--- src/rtl/lior_pkg.sv ---
package lior_pkg;

    typedef enum logic [3:0] {
        SEL_DEF  = 4'h0,
        SEL_PHY0 = 4'h1,
        SEL_PHY1 = 4'h2,
        SEL_PHY2 = 4'h3,
        SEL_GPIO = 4'h4,
        SEL_RTC  = 4'h5,
        SEL_OFF  = 4'h6,
        SEL_ON   = 4'h7,
        SEL_XIO  = 4'h8,
        SEL_UINV = 4'h9
    } led_code_e;

    typedef enum logic [3:0] {
        XC_DEF = 4'h0,
        XC_ALT = 4'h1,
        XC_RTC = 4'h3,
        XC_HIZ = 4'h6
    } xio_code_e;

    typedef enum logic [3:0] {
        CK_PHY = 4'h0,
        CK_RTC = 4'h1,
        CK_OSC = 4'h2
    } clk_code_e;

    localparam int NUM_LEDS = 3;
    localparam int NUM_XIO  = 3;
    localparam int FIELD_W  = 4;

    typedef struct packed {
        logic [2:0] xio;
        logic       utx;
        logic       urx;
        logic       rtc;
        logic       gpio;
        logic [2:0] phy;
    } src_t;

    localparam int SRC_W = $bits(src_t);

endpackage

--- src/rtl/lior_sync.sv ---
module lior_sync #(
    parameter int WIDTH  = 1,
    parameter int STAGES = 2
) (
    input  logic             clk,
    input  logic             rst,
    input  logic [WIDTH-1:0] d,
    output logic [WIDTH-1:0] q
);
    logic [WIDTH-1:0] pipe [STAGES];

    always_ff @(posedge clk) begin
        if (rst) begin
            for (int k = 0; k < STAGES; k++) pipe[k] <= '0;
        end else begin
            pipe[0] <= d;
            for (int k = 1; k < STAGES; k++) pipe[k] <= pipe[k-1];
        end
    end

    assign q = pipe[STAGES-1];
endmodule

--- src/rtl/lior_blink.sv ---
module lior_blink #(
    parameter int DIV = 12_500_000
) (
    input  logic clk,
    input  logic rst,
    output logic blink
);
    localparam int CW = (DIV > 1) ? $clog2(DIV) : 1;
    localparam logic [CW-1:0] LAST = CW'(DIV - 1);

    logic [CW-1:0] cnt;

    always_ff @(posedge clk) begin
        if (rst) begin
            cnt   <= '0;
            blink <= 1'b0;
        end else if (cnt == LAST) begin
            cnt   <= '0;
            blink <= ~blink;
        end else begin
            cnt <= cnt + 1'b1;
        end
    end
endmodule

--- src/rtl/lior_led_sel.sv ---
module lior_led_sel
    import lior_pkg::*;
#(
    parameter bit HAS_INV = 1'b1
) (
    input  logic [3:0] code,
    input  logic [2:0] phy,
    input  logic       gpio,
    input  logic       rtc,
    input  logic       xio_bit,
    input  logic       dflt,
    input  logic       inv,
    output logic       o
);
    always_comb begin
        case (code)
            SEL_DEF:  o = dflt;
            SEL_PHY0: o = phy[0];
            SEL_PHY1: o = phy[1];
            SEL_PHY2: o = phy[2];
            SEL_GPIO: o = gpio;
            SEL_RTC:  o = rtc;
            SEL_OFF:  o = 1'b0;
            SEL_ON:   o = 1'b1;
            SEL_XIO:  o = xio_bit;
            SEL_UINV: o = HAS_INV ? inv : 1'b0;
            default:  o = 1'b0;
        endcase
    end
endmodule

--- src/rtl/lior_xio_sel.sv ---
module lior_xio_sel
    import lior_pkg::*;
(
    input  logic [3:0] code,
    input  logic       phy_bit,
    input  logic       alt,
    input  logic       rtc,
    output logic       o,
    output logic       oe
);
    always_comb begin
        o  = 1'b0;
        oe = 1'b1;
        case (code)
            XC_DEF:  o = phy_bit;
            XC_ALT:  o = alt;
            XC_RTC:  o = rtc;
            default: oe = 1'b0;
        endcase
    end
endmodule

--- src/rtl/led_io_router.sv ---
module led_io_router
    import lior_pkg::*;
#(
    parameter int BLINK_DIV   = 12_500_000,
    parameter int SYNC_STAGES = 2
) (
    input  logic        clk,
    input  logic        rst,
    input  logic [15:0] led_ctrl,
    input  logic [15:0] io_ctrl,
    input  logic [2:0]  phy_led,
    input  logic        gpio_in,
    input  logic        rtc_irq,
    input  logic        uart_rx,
    input  logic        uart_tx,
    input  logic [2:0]  xio_in,
    input  logic        phy_clk,
    input  logic        osc_clk,
    input  logic        por_n,
    input  logic        wdog_en,
    input  logic        wdog_msb,
    input  logic        user_en_dly,
    output logic        led_green,
    output logic        led_red,
    output logic        strap_o,
    output logic [2:0]  xio_o,
    output logic [2:0]  xio_oe,
    output logic        clk_out
);
    src_t raw, syn;
    logic blink;
    logic [NUM_LEDS-1:0] led_dflt, led_inv, led_raw;
    logic [NUM_XIO-1:0]  xio_alt;
    logic unused_ctrl_hi;

    assign unused_ctrl_hi = ^led_ctrl[15:12];

    assign raw = '{xio: xio_in, utx: uart_tx, urx: uart_rx, rtc: rtc_irq,
                   gpio: gpio_in, phy: phy_led};

    lior_sync #(.WIDTH(SRC_W), .STAGES(SYNC_STAGES)) u_sync (
        .clk(clk), .rst(rst), .d(raw), .q(syn)
    );

    lior_blink #(.DIV(BLINK_DIV)) u_blink (
        .clk(clk), .rst(rst), .blink(blink)
    );

    // default and inverted-UART sources per LED-type output
    assign led_dflt = {syn.phy[0], blink, syn.gpio};
    assign led_inv  = {1'b0, ~syn.utx, ~syn.urx};
    assign xio_alt  = {syn.utx, syn.urx, syn.gpio};

    for (genvar i = 0; i < NUM_LEDS; i++) begin : g_led
        lior_led_sel #(.HAS_INV(i < 2)) u_sel (
            .code    (led_ctrl[FIELD_W*i +: FIELD_W]),
            .phy     (syn.phy),
            .gpio    (syn.gpio),
            .rtc     (syn.rtc),
            .xio_bit (syn.xio[i]),
            .dflt    (led_dflt[i]),
            .inv     (led_inv[i]),
            .o       (led_raw[i])
        );
    end

    for (genvar i = 0; i < NUM_XIO; i++) begin : g_xio
        lior_xio_sel u_sel (
            .code    (io_ctrl[FIELD_W*i +: FIELD_W]),
            .phy_bit (syn.phy[i]),
            .alt     (xio_alt[i]),
            .rtc     (syn.rtc),
            .o       (xio_o[i]),
            .oe      (xio_oe[i])
        );
    end

    // status overrides, highest priority first
    always_comb begin
        if (wdog_en)     led_green = wdog_msb;
        else if (!por_n) led_green = 1'b1;
        else             led_green = led_raw[0];

        if (!user_en_dly) led_red = blink;
        else if (!por_n)  led_red = 1'b1;
        else              led_red = led_raw[1];
    end

    assign strap_o = led_raw[2];

    always_comb begin
        case (io_ctrl[15:12])
            CK_RTC:  clk_out = syn.rtc;
            CK_OSC:  clk_out = osc_clk;
            default: clk_out = phy_clk;
        endcase
    end
endmodule

--- config.mk ---
export PLATFORM = sky130hd
export DESIGN_NAME = led_io_router
export DESIGN_NICKNAME = d
export VERILOG_FILES = /design/src/rtl/lior_pkg.sv /design/src/rtl/lior_sync.sv /design/src/rtl/lior_blink.sv /design/src/rtl/lior_led_sel.sv /design/src/rtl/lior_xio_sel.sv /design/src/rtl/led_io_router.sv
export SDC_FILE = /design/constraint.sdc
export NUM_CORES = 1
export LEC_CHECK = 0
export ABC_AREA = 1
export BUFFER_PORTS_ARGS = -buffer_cell sky130_fd_sc_hd__buf_4
export CORE_ASPECT_RATIO = 1.5
export CORE_MARGIN = 5
export CORE_UTILIZATION = 27
export CTS_CLUSTER_SIZE = 14
export DETAILED_ROUTE_END_ITERATION = 7
export GPL_ROUTABILITY_DRIVEN = 0
export GPL_TIMING_DRIVEN = 0
export PLACE_DENSITY_LB_ADDON = 0.25
export SYNTH_ARGS = -nofsm -noshare
export SYNTH_HDL_FRONTEND = slang
export SYNTH_SLANG_ARGS = --single-unit
--- constraint.sdc ---
create_clock -name clk -period 4.95 [get_ports clk]
set_clock_uncertainty 0.15 [all_clocks]
set_input_delay 0.99 -clock clk [delete_from_list [all_inputs] [get_ports clk]]
set_output_delay 0.99 -clock clk [all_outputs]
set_load 0.05 [all_outputs]
Yosys cells after proc, flatten, opt, wreduce, memory -nomap -nowiden. Memories as Yosys holds them, arrays and structs flattened. Index checks and enable logic that the tools add are counted.

Add/subtract/negate cells: 1. Multipliers: 0. Div/mod/pow operators: 0. $lt $le $gt $ge: 0. Eq/ne operators: 32. Shifts and indexed selects: 0. Multiplexer cells: 19. Bitwise logic cells: 5. Reduce and logical (&&, ||, !) cells: 12.

Operators with widths (count): $eq 4x2->1 const B (10); $eq 4x3->1 const B (9); $eq 4x1->1 const B (7); $add 24x1->24 const B (1); $eq 24x24->1 const B (1); $logic_not 4->1 (6); $eq 4x4->1 const B (5); $mux 10 (2); $mux 1 (10); $pmux 1 s3 (3); $pmux 1 s9 (1); $reduce_or 3->1 (3); $pmux 1 s8 (1); $pmux 1 s7 (1); $reduce_or 2->1 (3); $not 1->1 (3); $or 1x1->1 (2); $pmux 1 s2 (1).

Flip-flop bits (word level): 25. Latch bits: 0. Bits in writable memories: 20. Memory bits (read-only): 0. Output and inout port bits: 10. Memories: 1.

Memories: u_sync.pipe (depth 2, bits a word 10, read ports 2, clocked after memory_dff 0, write ports 2, RTL line lior_sync.sv:10) `logic [WIDTH-1:0] pipe [STAGES];`.

Logic depth before layout (Yosys ltp).
Depth in word-level cells: 5. Depth in mapped cells: 9. Depth with buffers taken out: 8.

Cells and area by module. A second synthesis with hierarchy kept.

Cell total of the unflattened synthesis: 396. Area total of the unflattened synthesis: 2538.7 sq um.

By module, submodules not included: lior_blink (instances 1, cells each 193, area each 1317.5 sq um); lior_sync (instances 1, cells each 72, area each 648.1 sq um); lior_led_sel (g_led[0].u_sel ...) (instances 2, cells each 28, area each 118.9 sq um); lior_xio_sel (instances 3, cells each 11, area each 52.6 sq um); led_io_router (instances 1, cells each 23, area each 95.1 sq um); lior_led_sel (g_led[2].u_sel) (instances 1, cells each 19, area each 82.6 sq um).

Least setup slack after synthesis. OpenSTA, ideal clock, no wires.

Kind: input to output. Start point: input port led_ctrl[8]. End point: output port strap_o. Data arrival time: 2.419 ns. Data required time: 3.810 ns. Slack: 1.391 ns. Cell stages on the path: 5. Cell sequence: inv_1 nand2_1 o211ai_1 nand2_1 o21ai_0.

Cells in the longest elaborated chain, start to end: 3. Elaborated cells on any way between the ends: 10. Those cells by class: 7 x eq/ne; 1 x mux; 2 x reduce/logical.

Ends and longest elaborated chain: start, declared (RTL line led_io_router.sv:9) `input logic [15:0] led_ctrl,`; $eq 4x1->1 / $logic_not 4->1 (equally long branches) (RTL line lior_led_sel.sv:16) `case (code)`; $reduce_or 2->1 (no source line); $pmux 1 s7 * (RTL line lior_led_sel.sv:16); end, declared (RTL line led_io_router.sv:25) `output logic strap_o,`.

Mark *: on every way between the ends. The rest lies on a longest branch, timed or not.

Worst setup path after layout. Ends and elaborated chain as after synthesis.

==> reports/results.md <==
## Detailed routing
• **routed wire length** 5700 um
• **vias post-DR** 2,339
• **average detailed-routed wire length per instance** 10.7 um
• **Final ANT Viol Nets** 0
• **DR pass1 iterations** 4
• **post-detailed-route via-to-cell ratio** 4.40
• **DRC violation count after routing** 0
• **DRC marker count from the first detailed-route iteration** 57

## Floorplan
• **Total Die Area** 11,100 sq um
• **core area** 8830 sq um
• **horizontal die dimension** 87.6 um
• **initial core utilization** 0.276
• **Std-Cell Rows** 42
• **floorplan die height** 126 um
• **Ports** 60

## Flow run
• **maximum capacitance violations** 0

## Finish
• **fraction of layout cells with a size suffix above 1** 0.246
• **leading cell type in the layout, fill and taps excluded** nand2_1
• **antenna diode instance count** 0
• **Total Nets Final** 472
• **Sequential cell area** 901 sq um
• **area of combinational cells with multiple inputs** 1210 sq um
• **fillcell total** 979
• **commonest non-fill, non-tap cells in the layout** 71 x nand2_1, 61 x buf_4, 60 x nor2_1, 60 x inv_1, 45 x dfxtp_1
• **Final Non-Filler Cells** 532
• **growth of design area from synthesis to finish** 29.8%

## Global routing
• **overall overflow remaining after global route** 0
• **wire length of the first global-routing pass** 9280 um
• **via count of the first global-routing pass** 2,249
• **GRT Total Usage** 0.104
• **maximum number of pins on one net before global-route repair** 15
• **antenna violations before repair** 0

## Synthesis
• **flops & latches, synth** 45
• **synthesized netlist net count** 410
• **sequential element share of the synthesized area** 0.370
• **post-synth cell types** 29
• **synth warn** 0
• **number of cells produced by synthesis** 359
• **proportion of netlist area held by the largest area contributor** 0.370
• **largest cells by area after synthesis** dfxtp_1 37%, nand2_1 11%, inv_1 9.2%, nor2_1 9.2%, nand3_1 4.7%
• **mapped cell area** 2440 sq um
• **cell type with the largest total area after synthesis** dfxtp_1
• **mean area per synthesized cell** 6.79 sq um

## Critical path
• **signal arrival time at the worst endpoint** 1.90 ns
• **R2R depth** 9
• **worst reg2reg startpoint** u_blink.cnt[0]
• **required time at the endpoint of the critical path** 3.81 ns
• **type of the setup path with the least slack** in -> out
• **Worst R2R Setup Slack** 3.18 ns
• **sort of element at the end of the critical path** output pin
• **biggest fanout along the worst timing path** 3
• **endpoint of the most critical register-to-register path** u_blink.cnt[12]
• **Worst Setup Start Kind** input pin

## Clock network
• **clock latency on the worst-skew pair** 0.28 ns
• **root cell of the clock tree** clkbuf_16
• **clock tree from TritonCTS** built
• **number of setup buffers added after CTS** 0
• **clock net sink count** 45
• **maximum buffer depth of the clock tree** 2
• **CTS clock-pin slew for the worst setup and hold paths** 0.06 ns
• **CTS buffer count** 5
• **CTS HTree Levels** 2
• **cts repair resizes** 0
• **Hold Buf Count CTS** 0

## Outcome
• **result of the run** finished, final reports clean

## Worst hold path
• **worst hold path class** reg -> reg
• **hold-critical path endpoint** u_sync.pipe[0][18]
• **Hold Path Depth** 2
• **Hold Path Origin** u_sync.pipe[0][8]

## STA
• **portion of the clock cycle consumed by the worst path in the final layout** 0.613
• **Final Worst Setup Slack** 1.91 ns
• **max-slew violation count** 0
• **slew of the pin with the lowest slew margin** 0.431 ns
• **top achievable clock speed** 329 MHz
• **final count of hold timing violations** 0
• **final sum of negative setup slack** 0 ns
• **shortest period the worst path allows** 3.04 ns
• **unrepaired setup endpoints after global routing** no
• **worst slack on hold paths** 0.250 ns
• **normalized max-slew margin** 0.712
• **Final setup viols** 0

## Place
• **count of placed standard cells including taps** 524
• **number of port buffers** 55
• **Post-DP HPWL** 4740 um
• **Post-Place Setup Slack** 1.91 ns

## Pwr
• **Power Dens Cells** 273 nW/um^2
• **leakage power figure** 0.00133 uW
• **maximum vdd drop** 0.134 mV

-- per-layer routing --
layer,wire length (um),share of wire,track usage
met5,0,0,0
met4,154,0.027,0.0461
met3,395,0.069,0.0260
met2,3010,0.53,0.197
met1,2150,0.38,0.104
-- power breakdown --
| part | total (uW) | leakage [uW] | internal (uW) | switching, uW |
|---|---|---|---|---|
| sequential | 377 | 0.000367 | 372 | 5.45 |
| combinational | 102 | 0.000880 | 48.4 | 53.7 |
| clock | 384 | 0.0000831 | 252 | 133 |
-- registers in the layout, indices dropped and copies added, names as in the netlist --
signal         flops
u_sync.pipe       20
u_blink.cnt       24
u_blink.blink      1
-- worst max-delay path, cell delays in order --
cell,delay [ns]
buf_4,0.11
inv_1,0.07
nand2_1,0.07
o211ai_1,0.17
nand2_1,0.06
o21ai_0,0.18
buf_4,0.23
-- final cells by class --
type                    count  share of cell area
clock buffers               6              0.0439
repair buffers             55               0.131
well taps                 110              0.0435
inverters                  61              0.0724
clock inverters             2              0.0119
plain buffers              10              0.0293
multi-input cells         243               0.384
flip-flops and latches     45               0.285
-- Yosys cell counts (all sizes together) --
library cell  instances
nor2                 76
nand2                74
inv                  61
dfxtp                45
nand3                26
a21oi                21
o21ai                19
buf                   8
xor2                  7
nand4                 4
or2                   4
o31ai                 3
clkbuf                2
nand3b                2
nor3                  2
xnor2                 2
ha                    1
o211ai                1
o21bai                1
-- per-stage QoR --
| stage | utilization | power [uW] | cell area [sq um] |
|---|---|---|---|
| floorplan | - | 442 | 2440 |
| global placement | 0.338 | 487 | 2990 |
| detailed placement | 0.338 | 489 | 2990 |
| CTS | 0.358 | 881 | 3160 |
| global route | 0.358 | 904 | 3160 |
| finish | 0.358 | 864 | 3160 |
-- worst max-delay path by stage --
stage	cells past startpoint	from	slack [ns]	to
final	7	led_ctrl[8]	1.91	strap_o
after global routing	9	led_ctrl[1]	1.81	led_green
after CTS	7	led_ctrl[8]	1.91	strap_o
after detailed placement	7	led_ctrl[8]	1.91	strap_o
after global placement	7	led_ctrl[8]	1.96	strap_o
after floorplan	5	led_ctrl[8]	1.39	strap_o
-- logic make-up after synthesis --
group | synth area share
xor+xnor | 0.0324
simple gates | 0.351
fa+ha+maj | 0.00514
compound gates | 0.110
buf+inv | 0.132
flops | 0.370
No activity file was read; power rests on OpenSTA's default activity.
